### src/rtl/srt_pkg.sv
`timescale 1ns/1ps
package srt_pkg;

  typedef enum logic [1:0] {
    DIG_ZERO  = 2'b00,
    DIG_PLUS  = 2'b01,
    DIG_MINUS = 2'b10
  } digit_e;

  typedef enum logic [1:0] {
    ST_IDLE = 2'b00,
    ST_RUN  = 2'b01,
    ST_FIN  = 2'b10
  } state_e;

  // comparison constant in quarter units
  function automatic logic [4:0] quarter_const(input logic adaptive, input logic [1:0] lead);
    return adaptive ? {3'b000, lead} : 5'd2;
  endfunction

  // digit from the truncated estimate (quarter units) and the constant
  function automatic digit_e pick_digit(input logic signed [4:0] est, input logic [4:0] kq);
    logic signed [5:0] k;
    logic signed [5:0] e;
    k = $signed({1'b0, kq});
    e = {est[4], est};
    if (e >= k)
      return DIG_PLUS;
    else if (e < -k)
      return DIG_MINUS;
    else
      return DIG_ZERO;
  endfunction

endpackage

### src/rtl/srt_qsel.sv
`timescale 1ns/1ps
module srt_qsel #(
  parameter int W = 8
) (
  input  logic signed [W+2:0] rem_cur,
  input  logic [W-1:0]        dvs,
  input  logic                adaptive,
  output srt_pkg::digit_e     dig,
  output logic signed [4:0]   est,
  output logic [4:0]          kq,
  output logic signed [W+2:0] rem_nxt
);
  import srt_pkg::*;

  logic signed [W+2:0] dbl;
  logic signed [W+2:0] dext;

  always_comb begin
    dbl  = rem_cur <<< 1;
    dext = $signed({3'b000, dvs});
    // only sign, integer and two fraction bits of the doubled remainder
    est  = dbl[W+2:W-2];
    kq   = quarter_const(adaptive, dvs[W-1:W-2]);
    dig  = pick_digit(est, kq);
    unique case (dig)
      DIG_PLUS:  rem_nxt = dbl - dext;
      DIG_MINUS: rem_nxt = dbl + dext;
      default:   rem_nxt = dbl;
    endcase
  end

endmodule

### src/rtl/srt_ctrl.sv
`timescale 1ns/1ps
module srt_ctrl #(
  parameter int W = 8
) (
  input  logic clk,
  input  logic rst_n,
  input  logic start,
  output logic load_en,
  output logic step_en,
  output logic fin_en,
  output logic busy
);
  import srt_pkg::*;

  localparam int CW = $clog2(W + 1);

  state_e        state;
  logic [CW-1:0] cnt;
  logic          last_step;

  assign load_en   = (state == ST_IDLE) && start;
  assign step_en   = (state == ST_RUN);
  assign fin_en    = (state == ST_FIN);
  assign busy      = (state != ST_IDLE);
  assign last_step = (cnt == CW'(W - 1));

  always_ff @(posedge clk or negedge rst_n) begin
    if (!rst_n) begin
      state <= ST_IDLE;
      cnt   <= '0;
    end else begin
      unique case (state)
        ST_IDLE: if (start) begin
          state <= ST_RUN;
          cnt   <= '0;
        end
        ST_RUN: begin
          cnt <= cnt + 1'b1;
          if (last_step) state <= ST_FIN;
        end
        default: state <= ST_IDLE;
      endcase
    end
  end

endmodule

### src/rtl/srt_qacc.sv
`timescale 1ns/1ps
module srt_qacc #(
  parameter int W = 8
) (
  input  logic                     clk,
  input  logic                     rst_n,
  input  logic                     clr,
  input  logic                     step,
  input  srt_pkg::digit_e          dig,
  output logic [W-1:0]             pos_bits,
  output logic [W-1:0]             neg_bits,
  output logic [$clog2(W+1)-1:0]   ops
);
  import srt_pkg::*;

  localparam int OPW = $clog2(W + 1);

  always_ff @(posedge clk or negedge rst_n) begin
    if (!rst_n) begin
      pos_bits <= '0;
      neg_bits <= '0;
      ops      <= '0;
    end else if (clr) begin
      pos_bits <= '0;
      neg_bits <= '0;
      ops      <= '0;
    end else if (step) begin
      pos_bits <= {pos_bits[W-2:0], dig == DIG_PLUS};
      neg_bits <= {neg_bits[W-2:0], dig == DIG_MINUS};
      if (dig != DIG_ZERO) ops <= ops + OPW'(1);
    end
  end

endmodule

### src/rtl/srt_divider.sv
`timescale 1ns/1ps
module srt_divider #(
  parameter int W = 8
) (
  input  logic                   clk,
  input  logic                   rst_n,
  input  logic                   start,
  input  logic                   adaptive,
  input  logic [W-1:0]           dividend,
  input  logic [W-1:0]           divisor,
  output logic [W-1:0]           quotient,
  output logic [W-1:0]           remainder,
  output logic [$clog2(W+1)-1:0] op_count,
  output logic                   done
);
  import srt_pkg::*;

  localparam int OPW = $clog2(W + 1);
  localparam int RW  = W + 3;

  // signed-digit to binary, with one-LSB correction for a negative remainder
  function automatic logic [W-1:0] to_binary(input logic [W-1:0] p, input logic [W-1:0] n,
                                             input logic fix);
    logic [W:0] diff;
    diff = {1'b0, p} - {1'b0, n} - {{W{1'b0}}, fix};
    return diff[W-1:0];
  endfunction

  function automatic logic [W-1:0] fix_rem(input logic signed [RW-1:0] r, input logic [W-1:0] d);
    logic signed [RW-1:0] s;
    s = r[RW-1] ? r + $signed({3'b000, d}) : r;
    return s[W-1:0];
  endfunction

  logic                 load_en, step_en, fin_en, busy;
  logic signed [RW-1:0] rem_q, rem_nxt;
  logic [W-1:0]         dvs_q, pos_bits, neg_bits;
  logic                 mode_q;
  logic [OPW-1:0]       ops_run;
  digit_e               dig;
  logic signed [4:0]    est;
  logic [4:0]           kq;

  srt_ctrl #(.W(W)) u_ctrl (
    .clk(clk), .rst_n(rst_n), .start(start),
    .load_en(load_en), .step_en(step_en), .fin_en(fin_en), .busy(busy)
  );

  srt_qsel #(.W(W)) u_qsel (
    .rem_cur(rem_q), .dvs(dvs_q), .adaptive(mode_q),
    .dig(dig), .est(est), .kq(kq), .rem_nxt(rem_nxt)
  );

  srt_qacc #(.W(W)) u_qacc (
    .clk(clk), .rst_n(rst_n), .clr(load_en), .step(step_en), .dig(dig),
    .pos_bits(pos_bits), .neg_bits(neg_bits), .ops(ops_run)
  );

  always_ff @(posedge clk or negedge rst_n) begin
    if (!rst_n) begin
      rem_q  <= '0;
      dvs_q  <= '0;
      mode_q <= 1'b0;
    end else if (load_en) begin
      rem_q  <= $signed({3'b000, dividend});
      dvs_q  <= divisor;
      mode_q <= adaptive;
    end else if (step_en) begin
      rem_q  <= rem_nxt;
    end
  end

  always_ff @(posedge clk or negedge rst_n) begin
    if (!rst_n) begin
      quotient  <= '0;
      remainder <= '0;
      op_count  <= '0;
      done      <= 1'b0;
    end else begin
      done <= fin_en;
      if (fin_en) begin
        quotient  <= to_binary(pos_bits, neg_bits, rem_q[RW-1]);
        remainder <= fix_rem(rem_q, dvs_q);
        op_count  <= ops_run;
      end
    end
  end

endmodule

### config.mk
export PLATFORM = sky130hd
export DESIGN_NAME = srt_divider
export DESIGN_NICKNAME = d
export VERILOG_FILES = /design/src/rtl/srt_pkg.sv /design/src/rtl/srt_qsel.sv /design/src/rtl/srt_ctrl.sv /design/src/rtl/srt_qacc.sv /design/src/rtl/srt_divider.sv
export SDC_FILE = /design/constraint.sdc
export NUM_CORES = 1
export LEC_CHECK = 0
export BUFFER_PORTS_ARGS = -buffer_cell sky130_fd_sc_hd__buf_2
export CAP_MARGIN = 20
export CORE_ASPECT_RATIO = 1.2
export CORE_UTILIZATION = 40
export DETAILED_ROUTE_END_ITERATION = 6
export MAX_ROUTING_LAYER = met4
export PLACE_DENSITY = 0.67
export SLEW_MARGIN = 20
export SYNTH_ARGS = -nofsm -noshare
export SYNTH_HDL_FRONTEND = slang
export SYNTH_SLANG_ARGS = --single-unit
### constraint.sdc
create_clock -name clk -period 3.9 [get_ports clk]
set_input_delay 0.195 -clock clk [delete_from_list [all_inputs] [get_ports clk]]
set_output_delay 0.195 -clock clk [all_outputs]
set_load 0.01 [all_outputs]
==> results.md, run 1 <==
Global route:
- The total global routing overflow is 0.
- The initial antenna violation count came to 0.
- In the global route stage, overall resource usage came out at 0.199.
- Entering global routing, the biggest net connects 47 pins.
- The first-pass GRT wire length is ~17 mm.
- The number of global-route vias before repair was ~3500.

Detailed routing:
- After detailed routing, the number of vias per cell comes to 5.48.
- Wires add up to 10.4 mm.
- The remaining design rule violation count is 0.
- The detailed router finished its first iteration with 149 violations.
- After detailed routing, the average wire length per cell comes to 15.8 um.
- The remaining antenna violation count after routing is 0.
- The number of iterations in the first detailed-routing pass is 4.
- The final route contains 3604 vias.

Clocking:
- The TritonCTS buffer count is 9.
- The maximum number of buffers from clock root to sink is 2.
- The root buffer cell chosen for the clock tree is sky130_fd_sc_hd__clkbuf_16.
- The number of gates resized after CTS was 0.
- The H-tree generated during clock tree synthesis spans 3 levels.
- The post-CTS setup-driven buffer insertion count is 0.
- The sink count of the clock tree is 67.
- After clock tree synthesis, the clock-pin slew on the worst setup and hold paths is 0.06 ns.
- The source-to-sink clock delay at the later pin of the worst-skew pair is 0.34 ns.
- The clock tree from TritonCTS is done.

STA:
- The final worst clock skew is 0.00555 ns.
- The worst-margin pin slew is 0.858 ns.
- The final cycle utilization of the critical path is 0.762.
- The worst pin sits at a relative slew slack of 0.426.
- The aggregate negative setup slack is 0 ns.
- The time the final worst path needs with I/O delays and setup is around 3.0 ns.
- The maximum clock frequency is between 0.3 and 0.4 GHz.
- The final hold violation count was 0.
- The final max-slew violation count came to 0.
- On the final layout, the worst hold slack is 0.0589 ns.
- Setup violations remaining at the end of the flow were counted as 0.
- Setup repair after global routing left no endpoint under its margin.

Placed design:
- The routability congestion estimate from global placement is 0.833.
- The HPWL after detailed placement is 7.53 mm.
- Input and output buffers added on the ports amount to 40.
- After detailed placement, the total cell area comes to 4660 sq um.

Setup path:
- The endpoint required time on the critical path is 4.09 ns.
- The slowest stage of the critical path belongs to the cell sky130_fd_sc_hd__nor3_1.
- The dominant cell type by count on the critical path is sky130_fd_sc_hd__ha_1.
- The signal on the critical path passes through and2b_2 > ha_1 > inv_1 > ha_1 > nor2b_1 > o21ai_0 > o311ai_2 > nor3_1 > a2bb2oi_1 > xnor2_1 > o21ai_1.
- The kind of cell with the highest combined delay on the critical path is simple AND/OR/NAND/NOR gates.
- For the worst setup path, the data arrival time is between 3 and 4 ns.
- Of all nets on the critical path, the largest fanout is 6.
- STA classifies the critical path endpoint as a register.
- The element type at the critical path start is a register.
- The type of the worst setup path is reg2reg.
- The delay of the slowest cell on the worst path is 0.68 ns.
- The worst path buffer plus inverter count is 1.
- The critical path runs through a total of 11 cells.
- Measured in cells, the most critical reg-to-reg path has a length of 11.

Synthesis:
- The mapped netlist covers 4360 sq um.
- The portion of the post-synthesis area used by sequential elements is 0.385.
- Counting every net in the synthesized netlist gives 552.
- In the synthesized netlist, the number of instances is 489.
- The most used flip-flop cell after synthesis is sky130_fd_sc_hd__dfrtp_1.
- For this run, the number of Yosys warnings is 0.
- The mean instance size in the synthesized netlist is 8.91 sq um.
- Yosys mapped a number of flops with a built-in enable equal to 0.
- The flop and latch count out of synthesis is 67.
- The netlist uses 65 different library cells.
- Of all flip-flops after synthesis, the portion carrying an async set or reset was 1.00.

Die:
- The boundary pin count is 41.
- The effective utilization at floorplan is 0.412.
- The die is 116 um tall.
- The number of placement rows is 41.
- The die extent in x is slightly below 100 um.
- The floorplan step defined a die boundary enclosing 11300 sq um.
- The core region is 10600 sq um.

Flow run:
- The number of maximum-capacitance violations is 0.

Finish:
- Relative to the synthesized area, the layout overhead comes to 14.2%.
- After filler insertion, the fill cell instance count of the layout stands at 1026.
- 0 antenna diodes ended up in the layout.
- Leaving out fill and tap cells, the most frequent cell in the layout is sky130_fd_sc_hd__nand2_1.
- The final net count is 587.
- In the layout the commonest cells are sky130_fd_sc_hd__nand2_1 (69), sky130_fd_sc_hd__dfrtp_1 (67), sky130_fd_sc_hd__o21ai_0 (44), sky130_fd_sc_hd__buf_2 (40), sky130_fd_sc_hd__inv_1 (39).
- The cell area after layout is between 4000 and 5000 sq um.
- The share of final-layout standard cells stronger than drive strength 1 is 0.136.

Hold path:
- The worst hold path passes through 3 cells.
- The path category of the worst min-delay check is in2reg.

Run status:
- The run finished with clean final reports.
## path summary, 6_finish.rpt
kind	start	end	slack [ns]
max	dvs_q[7]	rem_q[8]	0.93
min	adaptive	mode_q	0.06
max reg2reg	dvs_q[7]	rem_q[8]	0.93
min reg2reg	op_count[2]	op_count[2]	0.47
max in group asynchronous	rst_n	quotient[0]	2.53
min in group asynchronous	rst_n	remainder[4]	0.39
## layout make-up
class                   count  area, sq um  area share
multi-input cells         361         2440       0.490
inverters                  40          150      0.0302
flip-flops and latches     67         1680       0.337
well taps                 129          161      0.0324
repair buffers             45          240      0.0483
clock buffers              15          278      0.0558
clock inverters             1         30.0     0.00603
## metal layers
layer,routed length (um),up-vias,global-route usage
li1,-,1776,-
met1,4660,1739,0.229
met2,5140,71,0.345
met3,343,18,0.0389
met4,252,0,0.0775
met5,0,-,-
## worst reg2reg max path, delay by kind of cell, from the launching register on
kind                       cells  cell delay [ns]
buffers and inverters          1             0.04
adders and majority gates      2             0.52
DFF                            1             0.44
AOI/OAI and AO/OA              4             0.60
xor gates and xnor gates       1             0.17
and+or+nand+nor                3             1.07
## registers in the layout, summed over array words and instances, names as in the netlist
| signal | cells |
|---|---|
| dvs_q | 8 |
| u_qacc.neg_bits | 8 |
| remainder | 8 |
| mode_q | 1 |
| u_ctrl.state | 2 |
| u_ctrl.cnt | 4 |
| quotient | 8 |
| done | 1 |
| u_qacc.ops | 4 |
| u_qacc.pos_bits | 8 |
| rem_q | 11 |
| op_count | 4 |
## metrics by stage
| stage | util | std cells | setup slack [ns] |
|---|---|---|---|
| 4_1_cts | 0.471 | 658 | 0.972 |
| 5_1_grt | 0.471 | 658 | 0.717 |
| 3_3_place_gp | 0.441 | 641 | 1.09 |
| 3_5_place_dp | 0.441 | 641 | 1.02 |
| 2_1_floorplan | - | 489 | 1.31 |
| 6_report | 0.471 | 658 | 0.928 |
## cells by family (layout without fill, tap and decap cells)
kind of cell | count (synthesis) | count (layout) | synth area share
fa+ha+maj | 43 | 43 | 0.132
mux | 5 | 5 | 0.0115
buf+inv | 61 | 101 | 0.0554
compound gates | 139 | 139 | 0.213
flops | 67 | 67 | 0.385
simple gates | 154 | 154 | 0.163
xor+xnor | 20 | 20 | 0.0402
## cells in the mapped netlist, types with 3 or more instances
cell type,instances,area (sq um)
sky130_fd_sc_hd__a22o_1,7,61.3
sky130_fd_sc_hd__xnor2_1,13,114
sky130_fd_sc_hd__a21oi_1,25,125
sky130_fd_sc_hd__dfrtp_1,67,1680
sky130_fd_sc_hd__o21a_1,5,37.5
sky130_fd_sc_hd__clkbuf_1,14,52.6
sky130_fd_sc_hd__a31oi_1,5,31.3
sky130_fd_sc_hd__xor2_1,7,61.3
sky130_fd_sc_hd__buf_2,4,20.0
sky130_fd_sc_hd__nor3_1,9,45.0
sky130_fd_sc_hd__nor2b_1,8,50.1
sky130_fd_sc_hd__fa_1,5,100
sky130_fd_sc_hd__o21ai_0,44,220
sky130_fd_sc_hd__mux2i_1,5,50.1
sky130_fd_sc_hd__nor2_1,32,120
sky130_fd_sc_hd__o31ai_1,3,22.5
sky130_fd_sc_hd__or3_1,5,31.3
sky130_fd_sc_hd__nand2_1,69,259
sky130_fd_sc_hd__nand4_1,3,18.8
sky130_fd_sc_hd__inv_1,39,146
sky130_fd_sc_hd__o211ai_1,4,30.0
sky130_fd_sc_hd__ha_1,38,475
sky130_fd_sc_hd__o21bai_1,4,30.0
sky130_fd_sc_hd__nand2b_1,8,50.1
sky130_fd_sc_hd__nand3_1,7,35.0
sky130_fd_sc_hd__o22ai_1,8,50.1
sky130_fd_sc_hd__a21o_1,4,30.0
## timing repair
action                                  in CTS  in global routing
hold buffers                                 1                  0
hold endpoints to repair                    21                  0
endpoints found under the setup margin       0                  0
Power of run 1 is not shown: default switching activity piles up to over one toggle a cycle in this logic, so the estimate is an artifact.
==> inputs of run 2 (changes only) <==
--- a/config.mk
+++ b/config.mk
@@ -5,13 +5,14 @@
 export SDC_FILE = /design/constraint.sdc
 export NUM_CORES = 1
 export LEC_CHECK = 0
+export ABC_AREA = 1
 export BUFFER_PORTS_ARGS = -buffer_cell sky130_fd_sc_hd__buf_2
 export CAP_MARGIN = 20
 export CORE_ASPECT_RATIO = 1.2
 export CORE_UTILIZATION = 40
 export DETAILED_ROUTE_END_ITERATION = 6
 export MAX_ROUTING_LAYER = met4
-export PLACE_DENSITY = 0.67
+export PLACE_DENSITY = 0.68
 export SLEW_MARGIN = 20
 export SYNTH_ARGS = -nofsm -noshare
 export SYNTH_HDL_FRONTEND = slang
==> constraint.sdc (replaced) <==
create_clock -name clk -period 2.5 [get_ports clk]
set_input_delay 0.125 -clock clk [delete_from_list [all_inputs] [get_ports clk]]
set_output_delay 0.125 -clock clk [all_outputs]
set_load 0.01 [all_outputs]
==> results.md, run 2 <==
Global route:
- The number of global-route vias before repair is 4116 (was 3505).
- The global-route total usage across every layer is 0.219 (was 0.199).
- The maximum number of pins on one net before global-route repair was 35 (was 47).
- The initial antenna violation count is 0 (unchanged).
- The first-pass GRT wire length is 19.9 mm (was 17.0 mm).
- The total global routing overflow came to 0 (unchanged).

Clocking:
- The sink count of the clock tree is 67 (unchanged).
- The post-CTS setup-driven buffer insertion count is 0 (unchanged).
- The TritonCTS buffer count was 9 (unchanged).
- The clock edge transition at the registers on the reported setup and hold paths came to 0.06 ns (about the same).
- The source-to-sink clock delay at the later pin of the worst-skew pair is 0.35 ns (was 0.34 ns).
- The maximum number of buffers from clock root to sink came to 2 (unchanged).
- The H-tree depth is 3 (unchanged).
- The clock tree from TritonCTS is done (unchanged).
- The buffer type at the clock tree root is sky130_fd_sc_hd__clkbuf_16 (unchanged).

Setup path:
- The arrival time reported for the critical path endpoint is 2.63 ns (was 3.16 ns).
- The worst path buffer plus inverter count is 2 (was 1).
- The element type at the critical path start is a register (unchanged).
- The delay of the slowest cell on the worst path is 0.46 ns (was 0.68 ns).
- The endpoint required time on the critical path is 2.75 ns (was 4.09 ns).
- The kind of end point of the critical path is a register (unchanged).
- Sequence of cells on the critical path: inv_1 > fa_1 > fa_1 > inv_1 > nand2_1 > a21oi_2 > nor2_1 > o21ai_0 > nand2_1 > xor2_1 > o21ai_0 (was and2b_2 > ha_1 > inv_1 > ha_1 > nor2b_1 > o21ai_0 > o311ai_2 > nor3_1 > a2bb2oi_1 > xnor2_1 > o21ai_1).
- The cell type of the slowest stage on the worst timing path is sky130_fd_sc_hd__fa_1 (was sky130_fd_sc_hd__nor3_1).
- The type of the worst setup path is reg2reg (unchanged).
- The maximum fanout along the worst path was 7 (was 6).
- The kind of cell with the highest combined delay on the critical path was adder cells (was simple AND/OR/NAND/NOR gates).

Die:
- The area of the core is 11500 sq um (was 10600 sq um).
- The height of the die is 121 um (was 116 um).
- The number of placement rows is 43 (was 41).
- The effective utilization at floorplan came to 0.409 (was 0.412).
- The boundary pin count came to 41 (unchanged).
- The die footprint is 12200 sq um (was 11300 sq um).
- The die extent in x was 101 um (was 97.3 um).

Synthesis:
- Most frequent cells after synthesis: sky130_fd_sc_hd__nand2_1 (163), sky130_fd_sc_hd__inv_1 (83), sky130_fd_sc_hd__dfrtp_1 (67), sky130_fd_sc_hd__nor2_1 (51), sky130_fd_sc_hd__nand3_1 (49) (was sky130_fd_sc_hd__nand2_1 (69), sky130_fd_sc_hd__dfrtp_1 (67), sky130_fd_sc_hd__o21ai_0 (44), sky130_fd_sc_hd__inv_1 (39), sky130_fd_sc_hd__ha_1 (38)).
- The total of warnings raised by yosys is 0 (unchanged).
- The post-synthesis xor/xnor area fraction was 0.0279 (was 0.0402).
- The share of cell area taken by muxes after synthesis is 0 (was 0.0115).
- The proportion of register bits with asynchronous set or reset after synthesis is 1.00 (unchanged).
- The main combinational cell family by area after synthesis is simple AND/OR/NAND/NOR gates (was compound AO/OA/AOI/OAI gates).
- The area share of the largest cell type after synthesis was 0.356 (was 0.385).
- The portion of the post-synthesis area used by sequential elements is 0.356 (was 0.385).
- The area fraction in compound gates after synthesis is 0.120 (was 0.213).
- The simple-gate share of the synthesized area is 0.277 (was 0.163).
- The synthesized-area fraction occupied by adder cells came to 0.122 (was 0.132).
- The synthesized netlist net count was 700 (was 552).
- The synthesized netlist cell count came to 637 (was 489).
- The leading area contributor after synthesis is sky130_fd_sc_hd__dfrtp_1 (unchanged).
- The cell with the most instances after synthesis was sky130_fd_sc_hd__nand2_1 (unchanged).
- The mean instance size in the synthesized netlist was 7.40 sq um (was 8.91 sq um).
- The flop and latch count out of synthesis was 67 (unchanged).
- The post-synthesis cell type count is 39 (was 65).
- Leading cell types by total area after synthesis: sky130_fd_sc_hd__dfrtp_1 (36%), sky130_fd_sc_hd__nand2_1 (13%), sky130_fd_sc_hd__ha_1 (10%) (was sky130_fd_sc_hd__dfrtp_1 (38%), sky130_fd_sc_hd__ha_1 (11%), sky130_fd_sc_hd__nand2_1 (5.9%)).
- The main flop type after synthesis is sky130_fd_sc_hd__dfrtp_1 (unchanged).
- The number of synthesized flops with an enable pin came to 0 (unchanged).
- The mapped cell area is 4710 sq um (was 4360 sq um).

Placed design:
- The number of placed instances with taps included is 826 (was 641).
- The routability congestion estimate from global placement is 0.893 (was 0.833).
- The number of buffer cells added on primary ports came to 40 (unchanged).
- The worst slack after detailed placement was 0.0889 ns (was 1.02 ns).
- The half-perimeter wire length after placement is 8.98 mm (was 7.53 mm).

Flow run:
- The number of maximum-capacitance violations is 0 (unchanged).

Detailed routing:
- The number of iterations in the first detailed-routing pass is 5 (was 4).
- The number of design-rule violations left by the first detailed-router iteration is 300 (was 149).
- The overall via count from detail_route is 4315 (was 3604).
- The remaining design rule violation count is 0 (unchanged).
- The remaining antenna violation count after routing came to 0 (unchanged).
- The routed wire length was 12.0 mm (was 10.4 mm).
- The per-cell via count in the routed design is 5.07 (was 5.48).
- The wire length per cell after detailed routing came to 14.1 um (was 15.8 um).

Finish:
- Most used cells in the layout excluding fill and tap cells: sky130_fd_sc_hd__nand2_1 (163), sky130_fd_sc_hd__inv_1 (83), sky130_fd_sc_hd__dfrtp_1 (66), sky130_fd_sc_hd__nor2_1 (51), sky130_fd_sc_hd__nand3_1 (49) (was sky130_fd_sc_hd__nand2_1 (69), sky130_fd_sc_hd__dfrtp_1 (67), sky130_fd_sc_hd__o21ai_0 (44), sky130_fd_sc_hd__buf_2 (40), sky130_fd_sc_hd__inv_1 (39)).
- The share of the core filled with cells is 0.479 (was 0.471).
- The flip-flop count of the largest register, all copies and words added is 11 (unchanged).
- The layout filler cell count is 1195 (was 1026).
- The register bank with the most flops was rem_q (unchanged).
- The most common cell after layout, fill and taps aside is sky130_fd_sc_hd__nand2_1 (unchanged).
- The share of final-layout standard cells stronger than drive strength 1 came to 0.148 (was 0.136).
- The sequential standard cell area is 1680 sq um (about the same).
- The final net count is 752 (was 587).
- The footprint of the multi-input gates was 2580 sq um (was 2440 sq um).
- The number of diodes is 0 (unchanged).
- The layout-stage area growth over the synthesis result is 17.0% (was 14.2%).
- The non-filler instance count after layout came to 851 (was 658).

STA:
- The worst-case setup margin in the final layout came to 0.116 ns (was 0.928 ns).
- The worst hold slack was 0.0676 ns (was 0.0589 ns).
- The final worst clock skew was 0.00994 ns (was 0.00555 ns).
- The final max-slew violation count is 0 (unchanged).
- The final hold violation count is 0 (unchanged).
- The relative max-transition margin came to 0.464 (was 0.426).
- The worst-margin pin slew is 0.804 ns (was 0.858 ns).
- The final cycle utilization of the critical path is 0.954 (was 0.762).
- The final setup violation count is 0 (unchanged).
- The time the final worst path needs with I/O delays and setup is 2.38 ns (was 2.97 ns).
- The maximum clock frequency is 0.419 GHz (was 0.336 GHz).

Run status:
- Run status: finished, final reports clean (unchanged).

Hold path:
- The path category of the worst min-delay check is in2reg (unchanged).
-- run 2: cell count changes after synthesis, sizes merged, moves of 6 or more --
cell / previous run / this run
a22o: 7 / 1
inv: 40 / 94
nand2: 69 / 176
nand2b: 8 / 0
nand3: 8 / 52
nand4: 3 / 9
nor2: 33 / 54
nor2b: 8 / 0
nor3: 9 / 1
o22ai: 8 / 15
xnor2: 13 / 4
-- run 2: cell families after synthesis --
| group | count (synthesis) |
|---|---|
| AO/OA/AOI/OAI | 100 |
| XOR/XNOR | 15 |
| adder cells (fa/ha/maj) | 43 |
| buffers and inverters | 114 |
| flip-flops | 67 |
| AND/OR/NAND/NOR | 298 |
-- run 2: layout make-up --
cell class	instances	share of cell area
clock buffers	10	0.0433
clock inverters	6	0.0132
inverters	95	0.0651
multi-input cells	456	0.468
flip-flops and latches	67	0.304
well taps	157	0.0356
repair buffers	60	0.0699
-- run 2: what timing repair did --
action,4_1_cts,5_1_grt
gates resized for setup,0,2
hold endpoints to repair,41,0
hold buffers,9,0
endpoints found under the setup margin,0,1
-- run 2: metal layers --
metal  vias up  global-route usage  wire length, um
li1       2149                   -                -
met1      2047               0.268             5250
met2        93               0.353             5930
met3        26              0.0397              461
met4         0              0.0969              388
met5         -                   -                0
-- run 2: final timing paths --
kind / endpoint / slack, ns / depth (start not counted) / start
max: quotient[6] / 0.12 / 11 / rem_q[10]
min: dvs_q[0] / 0.07 / 3 / divisor[0]
max reg2reg: quotient[6] / 0.12 / 11 / rem_q[10]
min reg2reg: quotient[5] / 0.48 / 2 / quotient[5]
max in group asynchronous: rem_q[10] / 1.43 / 3 / rst_n
min in group asynchronous: op_count[0] / 0.41 / 2 / rst_n
-- run 2: worst reg2reg max path: cells and delay by family (launching register included) --
kind	cells	cell delay, ns
and+or+nand+nor	3	0.22
DFF	1	0.42
buffers and inverters	2	0.16
adders and majority gates	2	0.86
xor gates and xnor gates	1	0.14
AOI/OAI and AO/OA	3	0.49
-- run 2: metrics by stage --
step	TNS, ns	instance area (sq um)
global placement	0	5110
detailed placement	0	5110
global route	-0.00825	5510
CTS	0	5510
floorplan	0	4710
finish	0	5510
Power of run 2 is left out for the same reason.
==> inputs of run 3 (changes only) <==
--- a/config.mk
+++ b/config.mk
@@ -16,4 +16,5 @@
 export SLEW_MARGIN = 20
 export SYNTH_ARGS = -nofsm -noshare
 export SYNTH_HDL_FRONTEND = slang
+export SYNTH_HIERARCHICAL = 1
 export SYNTH_SLANG_ARGS = --single-unit
==> results.md, run 3 <==
Die:
- The height of the die is 125 um (was 121 um).
- The boundary pin count is 41 (unchanged).
- The die footprint is 13100 sq um (was 12200 sq um).
- The area of the core came to 12200 sq um (was 11500 sq um).
- The die extent in x came to 105 um (was 101 um).
- The number of placement rows is 44 (was 43).
- The effective utilization at floorplan came to 0.414 (was 0.409).

Placed design:
- The number of buffer cells added on primary ports came to 40 (unchanged).
- The routability congestion estimate from global placement is 0.955 (was 0.893).
- The half-perimeter wire length after placement is 9.59 mm (was 8.98 mm).

Clocking:
- The sink count of the clock tree came to 67 (unchanged).
- The buffer type at the clock tree root is sky130_fd_sc_hd__clkbuf_16 (unchanged).
- The maximum number of buffers from clock root to sink is 2 (unchanged).
- The TritonCTS buffer count is 9 (unchanged).
- The source-to-sink clock delay at the later pin of the worst-skew pair came to 0.33 ns (was 0.35 ns).
- The H-tree depth came to 3 (unchanged).
- The clock edge transition at the registers on the reported setup and hold paths is 0.06 ns (about the same).
- The clock tree from TritonCTS is done (unchanged).

Detailed routing:
- The number of iterations in the first detailed-routing pass is 5 (unchanged).
- The number of design-rule violations left by the first detailed-router iteration came to 265 (was 300).
- The routed wire length is 12.4 mm (was 12.0 mm).
- The per-cell via count in the routed design is 4.95 (was 5.07).
- The remaining design rule violation count is 0 (unchanged).
- The remaining antenna violation count after routing is 0 (unchanged).
- The overall via count from detail_route is 4573 (was 4315).
- The wire length per cell after detailed routing is 13.5 um (was 14.1 um).

STA:
- The relative max-transition margin is 0.634 (was 0.464).
- The maximum clock frequency was 0.437 GHz (was 0.419 GHz).
- The worst-margin pin slew is 0.549 ns (was 0.804 ns).
- The time the final worst path needs with I/O delays and setup is 2.29 ns (was 2.38 ns).
- The final max-slew violation count was 0 (unchanged).
- Setup repair after global routing left no endpoint under its margin.
- The final hold violation count is 0 (unchanged).
- The aggregate negative setup slack came to 0 ns (unchanged).
- The final setup violation count was 0 (unchanged).
- The final worst clock skew is 0.00379 ns (was 0.00994 ns).
- The final cycle utilization of the critical path was 0.915 (was 0.954).
- The worst hold slack is 0.0115 ns (was 0.0676 ns).

Setup path:
- The arrival time reported for the critical path endpoint is 2.50 ns (was 2.63 ns).
- The element type at the critical path start is a register (unchanged).
- The type of the worst setup path is reg2reg (unchanged).
- The maximum fanout along the worst path was 10 (was 7).
- The endpoint required time on the critical path is 2.72 ns (was 2.75 ns).
- The kind of end point of the critical path was a register (unchanged).

Finish:
- Most used cells in the layout excluding fill and tap cells: sky130_fd_sc_hd__nand2_1 (222), sky130_fd_sc_hd__inv_1 (117), sky130_fd_sc_hd__nand3_1 (73), sky130_fd_sc_hd__dfrtp_1 (67), sky130_fd_sc_hd__buf_2 (40) (was sky130_fd_sc_hd__nand2_1 (163), sky130_fd_sc_hd__inv_1 (83), sky130_fd_sc_hd__dfrtp_1 (66), sky130_fd_sc_hd__nor2_1 (51), sky130_fd_sc_hd__nand3_1 (49)).
- The final net count is 820 (was 752).
- The layout-stage area growth over the synthesis result is 15.5% (was 17.0%).
- The most common cell after layout, fill and taps aside is sky130_fd_sc_hd__nand2_1 (unchanged).
- The share of the core filled with cells came to 0.479 (about the same).
- The flip-flop count of the largest register, all copies and words added is 11 (unchanged).
- The number of diodes is 0 (unchanged).
- The register bank with the most flops is rem_q (unchanged).
- The share of final-layout standard cells stronger than drive strength 1 is 0.152 (was 0.148).

Global route:
- The maximum number of pins on one net before global-route repair is 29 (was 35).
- The number of global-route vias before repair is 4508 (was 4116).
- The global-route total usage across every layer is 0.209 (was 0.219).
- The met3 track demand over resource is 0.0381 (was 0.0397).
- The initial antenna violation count is 0 (unchanged).
- The most used routing layer is met2 (unchanged).
- The met2 track demand over resource is 0.355 (was 0.353).
- The total global routing overflow was 0 (unchanged).
- The global routing usage on met1 came to 0.237 (was 0.268).
- The first-pass GRT wire length is 21.2 mm (was 19.9 mm).

Synthesis:
- The synthesized netlist net count is 765 (was 700).
- The mean instance size in the synthesized netlist came to 7.21 sq um (was 7.40 sq um).
- The synthesized netlist cell count was 702 (was 637).
- The total of warnings raised by yosys is 6 (was 0).
- The mapped cell area is 5060 sq um (was 4710 sq um).

Flow run:
- The number of maximum-capacitance violations came to 0 (unchanged).

Hold path:
- The path category of the worst min-delay check is in2reg (unchanged).

Run status:
- Run status: finished, final reports clean (unchanged).
[run 3: through the flow]
| step | setup WS, ns | cell area [sq um] | cells |
|---|---|---|---|
| after floorplan | 0.256 | 5060 | 702 |
| after global placement | 0.303 | 5460 | 903 |
| after detailed placement | 0.243 | 5460 | 903 |
| after CTS | 0.220 | 5850 | 923 |
| after global routing | 0.0118 | 5850 | 923 |
| final | 0.212 | 5850 | 923 |
[run 3: area by class of cell]
| class | count | area [sq um] |
|---|---|---|
| Fill cell | 1241 | 6370 |
| Multi-Input combinational cell | 491 | 2770 |
| Sequential cell | 67 | 1680 |
| Inverter | 128 | 485 |
| Timing Repair Buffer | 60 | 360 |
| Clock buffer | 10 | 239 |
| Tap cell | 161 | 201 |
| Clock inverter | 6 | 111 |
[run 3: path summary, 6_finish.rpt]
check,from,endpoint,slack (ns),depth (start not counted)
setup / recovery,dvs_q[7],rem_q[8],0.21,17
hold / removal,dividend[0],rem_q[0],0.01,3
setup reg to reg,dvs_q[7],rem_q[8],0.21,17
hold reg to reg,op_count[1],op_count[1],0.46,2
max in group asynchronous,rst_n,u_ctrl/cnt[1],1.42,3
min in group asynchronous,rst_n,quotient[6],0.31,2
[run 3: worst max-delay path: stages, from the launching register on]
cell                       delay [ns]
sky130_fd_sc_hd__dfrtp_1         0.36
sky130_fd_sc_hd__inv_2           0.06
sky130_fd_sc_hd__nand2_1         0.10
sky130_fd_sc_hd__inv_1           0.05
sky130_fd_sc_hd__ha_1            0.26
sky130_fd_sc_hd__inv_1           0.04
sky130_fd_sc_hd__ha_1            0.26
sky130_fd_sc_hd__inv_1           0.04
sky130_fd_sc_hd__o21bai_1        0.14
sky130_fd_sc_hd__nand2_2         0.10
sky130_fd_sc_hd__nand2_2         0.08
sky130_fd_sc_hd__nand2_2         0.07
sky130_fd_sc_hd__nand2_4         0.08
sky130_fd_sc_hd__nor2_4          0.03
sky130_fd_sc_hd__buf_4           0.18
sky130_fd_sc_hd__nand2_1         0.06
sky130_fd_sc_hd__nand3_1         0.06
sky130_fd_sc_hd__a22o_1          0.20
[run 3: repair_timing]
item	4_1_cts	5_1_grt
hold buffers	4	0
buffers inserted	0	0
endpoints found under the hold margin	24	0
gates resized for setup	0	0
[run 3: layer usage]
layer | vias to the layer above | share of wire
met1 | 2122 | 0.43
met3 | 22 | 0.035
met2 | 96 | 0.50
met4 | 0 | 0.032
li1 | 2333 | -
met5 | - | 0
Power of run 3 is left out for the same reason.
